### src/rtl/ost_pkg.sv
package ost_pkg;
  localparam logic [1:0] ADDR_CTRL   = 2'd0;
  localparam logic [1:0] ADDR_CFG    = 2'd1;
  localparam logic [1:0] ADDR_RELOAD = 2'd2;
  localparam logic [1:0] ADDR_CMD    = 2'd3;

  typedef enum logic [1:0] {
    MODE_TIMER   = 2'd0,
    MODE_EVENT   = 2'd1,
    MODE_ONESHOT = 2'd2,
    MODE_RSVD    = 2'd3
  } mode_e;

  typedef struct packed {
    logic  cut_en;
    logic  edge_fall;
    logic  trig_ext;
    mode_e mode;
  } cfg_t;
endpackage

### src/rtl/ost_trig_sync.sv
module ost_trig_sync #(
  parameter int STAGES = 2
) (
  input  logic clk,
  input  logic rst_n,
  input  logic pin,
  input  logic fall_sel,
  output logic edge_o
);
  localparam int LAST = STAGES;

  logic [LAST:0] sh_q, sh_d;

  always_comb begin
    sh_d = {sh_q[LAST-1:0], pin};
  end

  always_ff @(posedge clk or negedge rst_n) begin
    if (!rst_n) sh_q <= '0;
    else        sh_q <= sh_d;
  end

  // sh_q[LAST-1] is the settled sample, sh_q[LAST] the previous one
  always_comb begin
    if (fall_sel) edge_o = sh_q[LAST] & ~sh_q[LAST-1];
    else          edge_o = sh_q[LAST-1] & ~sh_q[LAST];
  end
endmodule

### src/rtl/ost_regs.sv
module ost_regs
  import ost_pkg::*;
#(
  parameter int CNT_W = 16
) (
  input  logic             clk,
  input  logic             rst_n,
  input  logic             wr_en,
  input  logic [1:0]       wr_addr,
  input  logic [CNT_W-1:0] wr_data,
  input  logic             irq_set_core,
  output logic             start_q,
  output cfg_t             cfg_q,
  output logic [CNT_W-1:0] reload_q,
  output logic             sw_trig,
  output logic             stop_ev,
  output logic             irq_q
);
  logic             start_d, stop_dly_q, stop_dly_d, irq_d;
  cfg_t             cfg_d;
  logic [CNT_W-1:0] reload_d;
  logic             wr_ctrl, wr_cfg, wr_rl, wr_cmd, mode_irq, irq_clr;

  always_comb begin
    wr_ctrl  = wr_en && (wr_addr == ADDR_CTRL);
    wr_cfg   = wr_en && (wr_addr == ADDR_CFG) && !start_q;
    wr_rl    = wr_en && (wr_addr == ADDR_RELOAD);
    wr_cmd   = wr_en && (wr_addr == ADDR_CMD);
    start_d  = wr_ctrl ? wr_data[0] : start_q;
    stop_ev  = wr_ctrl && start_q && !wr_data[0];
    cfg_d    = wr_cfg ? cfg_t'(wr_data[4:0]) : cfg_q;
    mode_irq = wr_cfg && (wr_data[1:0] == MODE_ONESHOT) && (cfg_q.mode != MODE_ONESHOT);
    reload_d = wr_rl ? wr_data : reload_q;
    sw_trig  = wr_cmd && wr_data[0];
    irq_clr  = wr_cmd && wr_data[1];
    stop_dly_d = stop_ev;
    if (irq_set_core || mode_irq || stop_dly_q) irq_d = 1'b1;
    else if (irq_clr)                           irq_d = 1'b0;
    else                                        irq_d = irq_q;
  end

  always_ff @(posedge clk or negedge rst_n) begin
    if (!rst_n) begin
      start_q    <= 1'b0;
      cfg_q      <= '0;
      reload_q   <= '0;
      stop_dly_q <= 1'b0;
      irq_q      <= 1'b0;
    end else begin
      start_q    <= start_d;
      cfg_q      <= cfg_d;
      reload_q   <= reload_d;
      stop_dly_q <= stop_dly_d;
      irq_q      <= irq_d;
    end
  end
endmodule

### src/rtl/ost_core.sv
module ost_core #(
  parameter int CNT_W = 16
) (
  input  logic             clk,
  input  logic             rst_n,
  input  logic             tick,
  input  logic             armed,
  input  logic             trig_evt,
  input  logic             stop_ev,
  input  logic [CNT_W-1:0] reload,
  output logic             out_q,
  output logic [CNT_W-1:0] cnt_q,
  output logic             irq_set
);
  localparam logic [CNT_W-1:0] ONE = CNT_W'(1);

  logic             out_d, pend_q, pend_d, guard_q, guard_d, due_q, due_d, take;
  logic [CNT_W-1:0] cnt_d;

  always_comb begin
    out_d   = out_q;
    cnt_d   = cnt_q;
    pend_d  = pend_q;
    guard_d = guard_q;
    due_d   = due_q;
    irq_set = 1'b0;
    take    = armed && (pend_q || trig_evt);
    if (stop_ev) begin
      out_d   = 1'b0;
      cnt_d   = reload;
      pend_d  = 1'b0;
      guard_d = 1'b0;
      due_d   = 1'b0;
    end else if (tick) begin
      pend_d  = 1'b0;
      guard_d = 1'b0;
      if (take && !guard_q) begin
        guard_d = 1'b1;
        if (!out_q) begin
          if (reload == '0) irq_set = 1'b1;
          else begin
            out_d = 1'b1;
            cnt_d = reload;
          end
        end else begin
          cnt_d = cnt_q - ONE;
          due_d = 1'b1;
        end
      end else if (out_q) begin
        if (due_q) begin
          cnt_d = reload;
          due_d = 1'b0;
        end else if (cnt_q <= ONE) begin
          out_d   = 1'b0;
          cnt_d   = reload;
          irq_set = 1'b1;
        end else begin
          cnt_d = cnt_q - ONE;
        end
      end
    end else if (armed && trig_evt) begin
      pend_d = 1'b1;
    end
  end

  always_ff @(posedge clk or negedge rst_n) begin
    if (!rst_n) begin
      out_q   <= 1'b0;
      cnt_q   <= '0;
      pend_q  <= 1'b0;
      guard_q <= 1'b0;
      due_q   <= 1'b0;
    end else begin
      out_q   <= out_d;
      cnt_q   <= cnt_d;
      pend_q  <= pend_d;
      guard_q <= guard_d;
      due_q   <= due_d;
    end
  end
endmodule

### src/rtl/oneshot_pulse_timer.sv
module oneshot_pulse_timer
  import ost_pkg::*;
#(
  parameter int CNT_W       = 16,
  parameter int SYNC_STAGES = 2
) (
  input  logic             clk,
  input  logic             rst_n,
  input  logic             tick,
  input  logic             wr_en,
  input  logic [1:0]       wr_addr,
  input  logic [CNT_W-1:0] wr_data,
  input  logic             trig_pin,
  input  logic             cut_n,
  output logic             pulse_out,
  output logic             pulse_oe,
  output logic             irq,
  output logic [CNT_W-1:0] count,
  output logic [4:0]       cfg_rd
);
  logic             start_q, sw_trig, stop_ev, irq_set, ext_edge, armed, trig_evt;
  cfg_t             cfg_q;
  logic [CNT_W-1:0] reload_q;

  ost_regs #(.CNT_W(CNT_W)) u_regs (
    .clk(clk), .rst_n(rst_n), .wr_en(wr_en), .wr_addr(wr_addr), .wr_data(wr_data),
    .irq_set_core(irq_set), .start_q(start_q), .cfg_q(cfg_q), .reload_q(reload_q),
    .sw_trig(sw_trig), .stop_ev(stop_ev), .irq_q(irq)
  );

  ost_trig_sync #(.STAGES(SYNC_STAGES)) u_sync (
    .clk(clk), .rst_n(rst_n), .pin(trig_pin), .fall_sel(cfg_q.edge_fall), .edge_o(ext_edge)
  );

  always_comb begin
    armed    = start_q && (cfg_q.mode == MODE_ONESHOT);
    trig_evt = cfg_q.trig_ext ? ext_edge : sw_trig;
  end

  ost_core #(.CNT_W(CNT_W)) u_core (
    .clk(clk), .rst_n(rst_n), .tick(tick), .armed(armed), .trig_evt(trig_evt),
    .stop_ev(stop_ev), .reload(reload_q), .out_q(pulse_out), .cnt_q(count),
    .irq_set(irq_set)
  );

  always_comb begin
    pulse_oe = !(cfg_q.cut_en && !cut_n);
    cfg_rd   = cfg_q;
  end
endmodule

### config.mk
export PLATFORM = sky130hd
export DESIGN_NAME = oneshot_pulse_timer
export DESIGN_NICKNAME = d
export VERILOG_FILES = /design/src/rtl/ost_pkg.sv /design/src/rtl/ost_trig_sync.sv /design/src/rtl/ost_regs.sv /design/src/rtl/ost_core.sv /design/src/rtl/oneshot_pulse_timer.sv
export SDC_FILE = /design/constraint.sdc
export NUM_CORES = 1
export LEC_CHECK = 0
export ABC_AREA = 1
export BUFFER_PORTS_ARGS = -buffer_cell sky130_fd_sc_hd__buf_2
export CAP_MARGIN = 20
export CORE_MARGIN = 2
export CORE_UTILIZATION = 55
export CTS_CLUSTER_DIAMETER = 40
export CTS_CLUSTER_SIZE = 28
export DETAILED_ROUTE_END_ITERATION = 7
export PLACE_DENSITY = 0.78
export SKIP_CTS_REPAIR_TIMING = 1
export SYNTH_ARGS = -nofsm -noshare
export SYNTH_HDL_FRONTEND = slang
export SYNTH_SLANG_ARGS = --single-unit
### constraint.sdc
create_clock -name clk -period 2.25 [get_ports clk]
set_input_delay 0.3375 -clock clk [delete_from_list [all_inputs] [get_ports clk]]
set_output_delay 0.3375 -clock clk [all_outputs]
set_load 0.02 [all_outputs]
# ---- Word-level counts from Yosys, hierarchy flattened
# Index checks and enable logic that the tools add are counted.
dict set report totals {
  ff_bits 47
  out_inout_bits 24
  inputBits 24
}
dict set report op_classes {
  reduce_logical 33
  addsub 1
  bitwise_logic 4
  eq_ne 7
  n_lt_le_gt_ge 1
  mux 39
}
# cell count
set ops {}
lappend ops {{$mux 16} 8}
lappend ops {{$mux 1} 31}
lappend ops {{$le 16x1->1 const B} 1}
lappend ops {{$logic_and 1x1->1} 16}
lappend ops {{$logic_not 16->1} 1}
lappend ops {{$sub 16x1->16 const B} 1}
lappend ops {{$eq 2x2->1 const B} 4}
lappend ops {{$reduce_bool 2->1} 3}
lappend ops {{$reduce_bool 3->1} 2}
lappend ops {{$logic_not 1->1} 5}
lappend ops {{$logic_or 1x1->1} 3}
lappend ops {{$ne 3x2->1 const B} 1}
lappend ops {{$reduce_and 3->1} 1}
lappend ops {{$and 1x1->1} 2}
lappend ops {{$eq 2x1->1 const B} 1}
lappend ops {{$logic_not 2->1} 1}
lappend ops {{$ne 2x2->1 const B} 1}
lappend ops {{$not 1->1} 2}
lappend ops {{$reduce_and 2->1} 1}

# ---- Longest topological paths before layout
# Gate-level depths: netlist of run 1.
dict set report depth {
  ltp_word 13
  ltp_mapped 16
  depth_no_buf 15
}

# ---- Modules after synthesis
# From an unflattened synthesis of run 1, not the netlist that was laid out.
dict set report unflattened {
  hier_cells 495
  area_unflattened_um2 3360.7
}
# mod seq_area_each_um2 area_each_um2 cells_each n_inst
set modules_own_cells {}
lappend modules_own_cells {ost_core 500.5 2173.3 371 1}
lappend modules_own_cells {ost_regs 600.6 1057.3 107 1}
lappend modules_own_cells {ost_trig_sync 75.1 100.1 9 1}
lappend modules_own_cells {oneshot_pulse_timer 0.0 30.0 8 1}

# ---- Least setup slack after synthesis of run 1
# No wires, ideal clock.
dict set report synth_path {
  path_kind {reg-to-reg}
  from {register u_core.cnt_q[0]}
  to {register u_core.cnt_q[0]}
  setup_slack_ns 0.398
  n_path_buf 2
  stages_incl_launch_ff 16
  t_required_ns 2.133
  arrival_time_ns 1.735
  period_less_slack_ns 1.852
  cell_sequence {dfrtp_1 -> inv_1 -> ha_1 -> inv_1 -> nand2_1 -> nand2_1 -> nor2_1 -> nand2_4 -> nand2_4 -> buf_8 -> buf_12 -> o21ai_0 -> nand2_1 -> nand3_1 -> nand2_1 -> nand2_1}
}
dict set report synth_via {
  elab_chain_cells 7
  word_cells_on_any_way 9
  classes_between {1 x add/sub; 1 x order compare; 7 x mux}
}
# item line_no
set synth_lines {}
lappend synth_lines {{start, declared} ost_core.sv:12} ;# output logic [CNT_W-1:0] cnt_q,
lappend synth_lines {{start signal, assigned} ost_core.sv:75} ;# cnt_q <= cnt_d;
lappend synth_lines {{$sub 16x1->16 or $le 16x1->1 (tied branches)} {ost_core.sv:46, ost_core.sv:58, ost_core.sv:53}}
lappend synth_lines {{$mux 16} ost_core.sv:53} ;# end else if (cnt_q <= ONE) begin
lappend synth_lines {{$mux 16} ost_core.sv:50} ;# if (due_q) begin
lappend synth_lines {{$mux 16} ost_core.sv:49} ;# end else if (out_q) begin
lappend synth_lines {{$mux 16 (*)} ost_core.sv:37} ;# if (take && !guard_q) begin
lappend synth_lines {{$mux 16 (*)} ost_core.sv:34} ;# end else if (tick) begin
lappend synth_lines {{$mux 16 (*)} ost_core.sv:28} ;# if (stop_ev) begin
# Mark *: on every way between the ends. The rest lies on a longest branch, timed or not. The select of a mux whose other input is x is not followed.
# A chain may end at the register's enable or synchronous reset.

# ---- Worst setup path in the final report of run 1
dict set report layout_path {
  from {register u_core.cnt_q[0]}
  to {register u_core.cnt_q[8]}
}
# Same word-level chain as after synthesis.

==> results of run 1 <==
layer usage:
layer  up-vias  wire [microns]  track usage  part of all wire
li1       1638               -            -                 -
met1      1547            3607       0.4023              0.44
met2       153            3669       0.4167              0.45
met3        14             725      0.03596             0.089
met4         0             113      0.08475             0.014
met5         -               0            0                 0
per-stage QoR:
| stage | hold slack [ps] | utilization | std cells | setup WS [ps] |
|---|---|---|---|---|
| 2_1_floorplan | 41.91 | - | 497 | 398.2 |
| 3_3_place_gp | 336.4 | 0.6238 | 606 | 313.0 |
| 3_5_place_dp | 340.4 | 0.6238 | 606 | 242.5 |
| 4_1_cts | 137.8 | 0.6394 | 613 | 218.2 |
| 5_1_grt | 132.5 | 0.6394 | 613 | 45.53 |
| 6_report | 104.9 | 0.6394 | 613 | 200.5 |
final cells by class:
class                      instances  area [sq um]  share of cell area
multi-input combinational        381          1738              0.4846
sequential                        47          1176              0.3280
timing repair buffer              57         310.3             0.08653
inverter                          49         183.9             0.05129
tap                               72         90.09             0.02512
clock buffer                       6         82.58             0.02303
clock inverter                     1         5.005            0.001396
critical path, stage by stage (launching register included):
cell	delay [ps]
dfrtp_1	450
inv_1	140
ha_1	200
inv_1	60
nand2_1	60
nand2_1	60
nor2_1	170
nand2_4	90
nand2_4	60
buf_4	250
o21ai_0	130
nand2_1	70
nand3_1	70
nand2_1	70
nand2_1	50
worst max-delay path by stage:
stage / startpoint / end / slack [ps] / cells past startpoint
final: u_core.cnt_q[0] / u_core.cnt_q[8] / 200 / 14
after global routing: u_core.cnt_q[0] / u_core.cnt_q[8] / 50 / 14
after CTS: u_core.cnt_q[0] / u_core.cnt_q[8] / 220 / 14
after detailed placement: u_core.cnt_q[0] / u_core.cnt_q[8] / 240 / 14
after global placement: u_core.cnt_q[0] / u_core.cnt_q[8] / 310 / 14
after floorplan: u_core.cnt_q[0] / u_core.cnt_q[0] / 400 / 15
where the power goes:
part | internal, uW | leakage [uW] | switching (uW) | total, uW
clock network | 241 | 0.0000470 | 271 | 513
registers | 1070 | 0.000559 | 310 | 1380
logic | 650 | 0.00136 | 1220 | 1870
total | 1960 | 0.00197 | 1810 | 3770
cells in the final DEF (no fill, tap or decap), types with 6 or more instances in the layout:
| cell type | instances |
|---|---|
| nand3_1 | 47 |
| inv_1 | 49 |
| buf_2 | 47 |
| dfrtp_1 | 47 |
| nand2_2 | 10 |
| clkbuf_8 | 6 |
| o21ai_0 | 24 |
| buf_4 | 10 |
| a21oi_1 | 19 |
| nor2_1 | 87 |
| nand2_1 | 158 |
flip-flops by register name, indices dropped and copies added, names as in the netlist:
signal	flops
u_regs.reload_q	16
u_sync.sh_q	3
u_regs.irq_q	1
u_core.cnt_q	16
u_core.pend_q	1
u_regs.stop_dly_q	1
u_core.due_q	1
u_regs.start_q	1
u_regs.cfg_q	5
u_core.guard_q	1
u_core.out_q	1
cells by family after synthesis:
| logic type | share of synthesized area |
|---|---|
| AND/OR/NAND/NOR | 0.4304 |
| XOR/XNOR | 0.005415 |
| multiplexers | 0.01044 |
| adder cells (fa/ha/maj) | 0.007733 |
| buffers and inverters | 0.09938 |
| flip-flops | 0.3635 |
| AO/OA/AOI/OAI | 0.08314 |
==> run summary, run 1 <==
status - finished, final reports clean
Skew-Pair Late Insertion Delay - 300 ps
Synth Warn # - 0
TritonCTS clock tree - yes
Placement Cell Area - 3498 sq um
FF-to-FF path depth - 14
Synth area leaders - dfrtp_1 (36%), nand2_1 (18%), nor2_1 (10%)
Inserted Diodes - 0
initial antenna violation count - 0
MaxCap Viol Count - 0
gr usage total - 0.2723
Area Overhead vs Synth - 10.83%
count leader, synth - nand2_1
Peak Freq - 487.9 MHz
Starting Density - 0.5770
Root Buffer - clkbuf_8
Routed WL per cell - 13.24 microns
GRT Residual Overflow - 0
fin crit period - 2049 ps
Yosys top cell by area - dfrtp_1
RSZ-0062 raised after global routing - false
DRC viols - 0
Hold Vio Cnt, Final - 0
die span in x - 80.70 microns
worst slew pin tran - 823.8 ps
reg2reg start - u_core.cnt_q[0]
via-per-instance ratio - 5.468
drt pass-1 iters - 5
PortBufs - 47
Reg clk slew, reported paths - 90 ps
final period utilization - 0.9109
Mapped Avg Cell Area - 6.510 sq um
Slew Limit Fails - 0
layout cells sized above 1 - 0.1664
most common flop cell mapped by yosys - dfrtp_1
Slew HR - 0.4502
clock skew - 8.980 ps
Finish-stage setup viols - 0
core area - 5608 sq um
routed vias - 3352
Mapped Area - 3236 sq um
most frequent cells after synthesis - nand2_1 (158), nor2_1 (87), inv_1 (49), dfrtp_1 (47), nand3_1 (47)
CTS max path bufs - 2
top cell type's share of synthesized area - 0.3635
Final ANT Viol Nets - 0
FFs w/ async S/R, synth - 1.000
Synth Register Bits - 47
crit path launch type - register
Num CTS Buffers - 5
vias in the first global route - 2878
fillers - 532
first-pass GRT wire length - 13610 microns
crit-path max FO - 19
RD Place Congestion - 0.8779
crit path DAT - 2240 ps
Leak - 0.001970 uW
WS Path Type - register to register
reg-to-reg setup timing slack - 200 ps
EDFF count, synth - 0
Tot Pwr - 3765 uW
RR Endpoint - u_core.cnt_q[8]
die outline area - 6512 sq um
Power per Cell Area - 1050 nW/um^2
Syn Nets - 523
num rows - 27
largest net degree at the start of global routing - 37
CP Capture Type - register
detailed placement HPWL - 6024 microns
aggregate routed wire length - 8115 microns
I/O pin cnt - 48
H-tree Lvls - 2
worst path required time - 2440 ps
Synth Instances - 497
TNS Setup - 0 ps
Worst VDD drop - 0.5083 mV
post-route cell area - 3586 sq um
Detailed Route Iter0 Violations - 398
die height - 80.70 microns
Nets - 567
Distinct cells, synth - 29
Clock Sink Count - 47
sequential share of the synthesized area - 0.3635
Hold WC Path Type - primary input to asynchronous set/reset pin
Note: power is estimated with default switching activity, not from simulation.
==> run 2, diff against run 1 <==
==> constraint.sdc (replaced) <==
create_clock -name clk -period 2.25 [get_ports clk]
set_input_delay 0.1125 -clock clk [delete_from_list [all_inputs] [get_ports clk]]
set_output_delay 0.1125 -clock clk [all_outputs]
set_load 0.02 [all_outputs]
==> run 2 against run 1 <==
Net effect:
- via count fell by 1.9%
- critical path depth did not move
- final area rose by 1.8%
- register-to-register slack barely moved
- sequential cell count did not move
- non-clock buffer count rose by 5
- total power rose by 3.4%
- global-route usage rose by 0.68 points
- first-iteration DRC count fell by 24%
- critical endpoint is now u_core.cnt_q[15]
==> run summary, run 2 (synthesis gave the netlist of run 1 again) <==
commonest non-fill, non-tap cell in the layout - nand2_1
CTS max path bufs - 2
via-per-instance ratio - 5.322
grt peak-use layer - met2
die outline area - 6512 sq um
Starting Density - 0.5770
Detailed Route Iter0 Violations - 303
reg-to-reg setup timing slack - 200 ps
Hold Vio Cnt, Final - 0
TritonCTS clock tree - yes
WS Path Type - register to register
die span in x - 80.70 microns
fillers - 546
Hold Path End - u_regs.reload_q[7]
clock skew - 10.05 ps
reg2reg start - u_core.cnt_q[0]
Top cell by count, worst path - nand2_1
num rows - 27
most frequent cells in the layout - nand2_1 (158), nor2_1 (87), inv_1 (48)
H-tree Lvls - 2
drt pass-1 iters - 6
Nets - 572
fin crit period - 2048 ps
Peak Freq - 488.3 MHz
worst slew pin tran - 804.2 ps
TNS Setup - 0 ps
Clock Sink Count - 47
gr usage total - 0.2791
Final ANT Viol Nets - 0
PortBufs - 47
register area - 1176 sq um
Crit-path slowest cell - dfrtp_1
CP Capture Type - register
detailed placement HPWL - 6081 microns
core area - 5608 sq um
MaxCap Viol Count - 0
routed vias - 3289
Cell Chain, Critical Path - inv_1 -> ha_1 -> inv_1 -> nand2_1 -> nand2_1 -> nor2_1 -> nand2_4 -> nand2_4 -> clkinvlp_4 -> buf_4 -> nand2_1 -> nand3_1 -> nand3_1 -> a21oi_1
RD Place Congestion - 0.8597
final period utilization - 0.9101
Root Buffer - clkbuf_8
Skew-Pair Late Insertion Delay - 300 ps
Top Registers - u_core.cnt_q: 16 flops, u_regs.reload_q: 16 flops, u_regs.cfg_q: 5 flops
final core occ - 0.6510
aggregate routed wire length - 8182 microns
Inserted Diodes - 0
layout cells sized above 1 - 0.1703
Routed WL per cell - 13.24 microns
Tot Pwr - 3894 uW
DRC viols - 0
Layout Cells excl Fill - 618
multi-input logic area - 1738 sq um
worst path required time - 2450 ps
Worst VDD drop - 0.5788 mV
Hold Path Depth - 2
FF-to-FF path depth - 14
vias in the first global route - 3008
first-pass GRT wire length - 14170 microns
worst hold margin - 50.31 ps
die height - 80.70 microns
Leak - 0.001997 uW
Power per Cell Area - 1067 nW/um^2
I/O pin cnt - 48
Slew Limit Fails - 0
GRT Residual Overflow - 0
DP Cell Count - 607
M2 GR Usage - 0.4300
Reg clk slew, reported paths - 90 ps
hold_sp - wr_data[7]
initial antenna violation count - 0
crit path DAT - 2240 ps
RR Endpoint - u_core.cnt_q[15]
met1 Usage GRT - 0.4152
largest net degree at the start of global routing - 32
crit-path max FO - 7
crit path launch type - register
met3 usage - 0.04045
Num CTS Buffers - 5
status - finished, final reports clean
max incr delay on CP - 450 ps
Finish-stage setup viols - 0
Slew HR - 0.4633
Hold WC Path Type - primary input to register
Area Overhead vs Synth - 12.84%
==> run 2: cell types whose count changed in the layout (fill, tap and decap cells not counted) <==
cell | previous run | this run
buf_4 | 10 | 12
clkbuf_1 | 0 | 1
clkinv_2 | 1 | 0
inv_1 | 49 | 48
clkinvlp_4 | 0 | 1
buf_6 | 0 | 1
bufinv_16 | 0 | 1
dlygate4sd3_1 | 0 | 2
clkbuf_8 | 6 | 5
==> run 2: area by class of cell <==
cell class | count | area share
clock buffer | 6 | 0.01988
timing repair buffer | 62 | 0.09767
sequential | 47 | 0.3221
multi-input combinational | 381 | 0.4760
clock inverter | 1 | 0.008225
inverter | 49 | 0.05141
tap | 72 | 0.02467
==> run 2: routing by layer <==
layer | vias up | part of all wire
met1 | 1453 | 0.46
met4 | 0 | 0.013
met2 | 174 | 0.44
met5 | - | 0
li1 | 1651 | -
met3 | 11 | 0.082
==> run 2: metrics by stage <==
stage,setup slack (ps),area [sq um]
after floorplan,398.2,3236
after global placement,305.7,3506
after detailed placement,254.5,3506
after CTS,239.7,3608
after global routing,-11.55,3651
final,202.2,3651
==> run 2: worst max-delay path by stage <==
stage / from / endpoint / slack (ps) / depth (start not counted)
after global routing: u_core.cnt_q[0] / u_core.cnt_q[15] / -10 / 14
after floorplan: u_core.cnt_q[0] / u_core.cnt_q[0] / 400 / 15
final: u_core.cnt_q[0] / u_core.cnt_q[15] / 200 / 14
after global placement: u_core.cnt_q[0] / u_core.cnt_q[0] / 310 / 14
after detailed placement: u_core.cnt_q[0] / u_core.cnt_q[0] / 250 / 14
after CTS: u_core.cnt_q[0] / u_core.cnt_q[0] / 240 / 14
==> run 2: power breakdown <==
group / leakage, uW / switching [uW] / internal, uW
logic: 0.00139 / 1260 / 671
clock network: 0.0000513 / 277 / 326
registers: 0.000559 / 297 / 1070
==> run 2: worst max-delay path, delay by kind of cell, from the launching register on <==
family | cells | cell delay, ps
DFF | 1 | 450
adders and majority gates | 1 | 190
and+or+nand+nor | 8 | 660
AOI/OAI and AO/OA | 1 | 60
buffers and inverters | 4 | 550
==> run 3, diff against run 2 <==
Settings changed: REMOVE_ABC_BUFFERS set to 1, SETUP_SLACK_MARGIN set to 0.15.
==> run 3 against run 2 <==
Net effect:
- non-clock buffer count increased by 5
- highest routed layer unchanged
- worst setup slack gained 40 ps
- routed wire length increased by 3.2%
- critical path depth stayed put
- sequential share of layout area decreased by 0.58 points
- die area is the same
- largest cell class unchanged
- combinational power up 4%
- final area rose by 2.0%
- maximum frequency up 2.0%
- critical endpoint is now u_core.cnt_q[10]
- critical path type unchanged
- hold slack got worse by 20 ps
- global-route usage shrank 0.63 points
- sequential cell count unchanged
==> run summary, run 3 (synthesis gave the netlist of run 1 again) <==
drt pass-1 iters - 5
Clock Sink Count - 47
RD Place Congestion - 0.9175
die height - 80.70 microns
DP Cell Count - 607
num rows - 27
vias in the first global route - 2958
GRT Residual Overflow - 0
layout cells sized above 1 - 0.1938
Slew HR - 0.5704
largest net degree at the start of global routing - 33
fin crit period - 2008 ps
Placement Cell Area - 3518 sq um
PortBufs - 47
Leak - 0.002019 uW
WS Path Type - register to register
crit path launch type - register
TNS Setup - 0 ps
clock skew - 8.188 ps
max incr delay on CP - 420 ps
Hold WC Path Type - primary input to register
final period utilization - 0.8924
Crit path max-delay family - simple AND/OR/NAND/NOR gates
most frequent cells in the layout - nand2_1 (157), nor2_1 (86), nand3_1 (47), buf_2 (47)
detailed placement HPWL - 6082 microns
Detailed Route Iter0 Violations - 362
gr usage total - 0.2728
Layout Cells excl Fill - 624
worst hold margin - 30.19 ps
Hold Vio Cnt, Final - 0
crit-path max FO - 7
DRC viols - 0
final worst slack - 242.2 ps
routed vias - 3350
Inserted Diodes - 0
TritonCTS clock tree - yes
via-per-instance ratio - 5.369
first-pass GRT wire length - 13770 microns
CP Capture Type - register
Starting Density - 0.5770
Reg clk slew, reported paths - 100 ps
Peak Freq - 498.1 MHz
Finish-stage setup viols - 0
Worst VDD drop - 0.5341 mV
Crit-path slowest cell - dfrtp_2
core area - 5608 sq um
Root Buffer - clkbuf_8
die outline area - 6512 sq um
Num CTS Buffers - 5
worst slew pin tran - 637.7 ps
RSZ-0062 raised after global routing - false
worst path required time - 2450 ps
WP buf/inv - 4
Nets - 577
H-tree Lvls - 2
initial antenna violation count - 0
aggregate routed wire length - 8443 microns
Area Overhead vs Synth - 15.04%
status - finished, final reports clean
MaxCap Viol Count - 0
Top Registers - u_core.cnt_q: 16 flops, u_regs.reload_q: 16 flops, u_regs.cfg_q: 5 flops
Cell Chain, Critical Path - inv_2 -> ha_2 -> inv_1 -> nand2_1 -> nand2_2 -> nor2_4 -> nand2_4 -> nand2_8 -> clkinvlp_4 -> buf_6 -> nand2_1 -> nand3_1 -> nand3_1 -> a21oi_1
die span in x - 80.70 microns
Power per Cell Area - 1050 nW/um^2
fillers - 514
commonest non-fill, non-tap cell in the layout - nand2_1
DP Worst Slack - 171.9 ps
I/O pin cnt - 48
crit path DAT - 2210 ps
Final ANT Viol Nets - 0
Skew-Pair Late Insertion Delay - 310 ps
post-route cell area - 3722 sq um
Routed WL per cell - 13.53 microns
CTS max path bufs - 2
Slew Limit Fails - 0
run 3: changes by cell type in the layout (fill, tap and decap cells not counted), moves of 2 or more:
cell        before  now
inv_1           48   46
nor2_4           3    5
buf_4           12   16
clkinvlp_4       1    3
inv_2            0    2
run 3: path summary, 6_finish.rpt:
kind	cells past startpoint	slack (ps)	endpoint	start
worst max register to register	14	240	u_core.cnt_q[10]	u_core.cnt_q[0]
worst min register to register	0	370	u_sync.sh_q[1]	u_sync.sh_q[0]
worst min-delay path	2	30	u_regs.reload_q[7]	wr_data[7]
worst max-delay path	14	240	u_core.cnt_q[10]	u_core.cnt_q[0]
max in group asynchronous	3	1390	u_regs.reload_q[13]	rst_n
min in group asynchronous	2	320	u_core.cnt_q[0]	rst_n
run 3: area by class of cell:
type / instances / area [sq um] / share of cell area
multi-input combinational: 381 / 1768 / 0.4750
sequential: 47 / 1177 / 0.3163
timing repair buffer: 67 / 406.6 / 0.1092
inverter: 49 / 187.7 / 0.05042
tap: 72 / 90.09 / 0.02420
clock buffer: 5 / 68.82 / 0.01849
clock inverter: 3 / 23.77 / 0.006387
run 3: metal layers:
layer,vias to the layer above,global-route usage,part of all wire
li1,1656,-,-
met1,1502,0.3769,0.46
met2,176,0.4450,0.45
met3,16,0.04157,0.082
met4,0,0.07966,0.013
met5,-,0,0
run 3: stage by stage:
stage                 util  total power [uW]
floorplan                -              2650
global placement    0.6274              3207
detailed placement  0.6274              3263
CTS                 0.6439              3807
global route        0.6638              4222
finish              0.6638              3909
run 3: report_power, final:
part	internal [uW]	switching [uW]	total (uW)
clock network	223	321	544
registers	1070	298	1370
logic	720	1280	2000
run 3: worst register-to-register path: stages, from the launching register on:
cell        delay [ps]
dfrtp_2            420
inv_2               80
ha_2               190
inv_1               50
nand2_1             80
nand2_2             90
nor2_4             140
nand2_4             80
nand2_8             90
clkinvlp_4         190
buf_6              190
nand2_1             80
nand3_1             70
nand3_1             80
a21oi_1             70
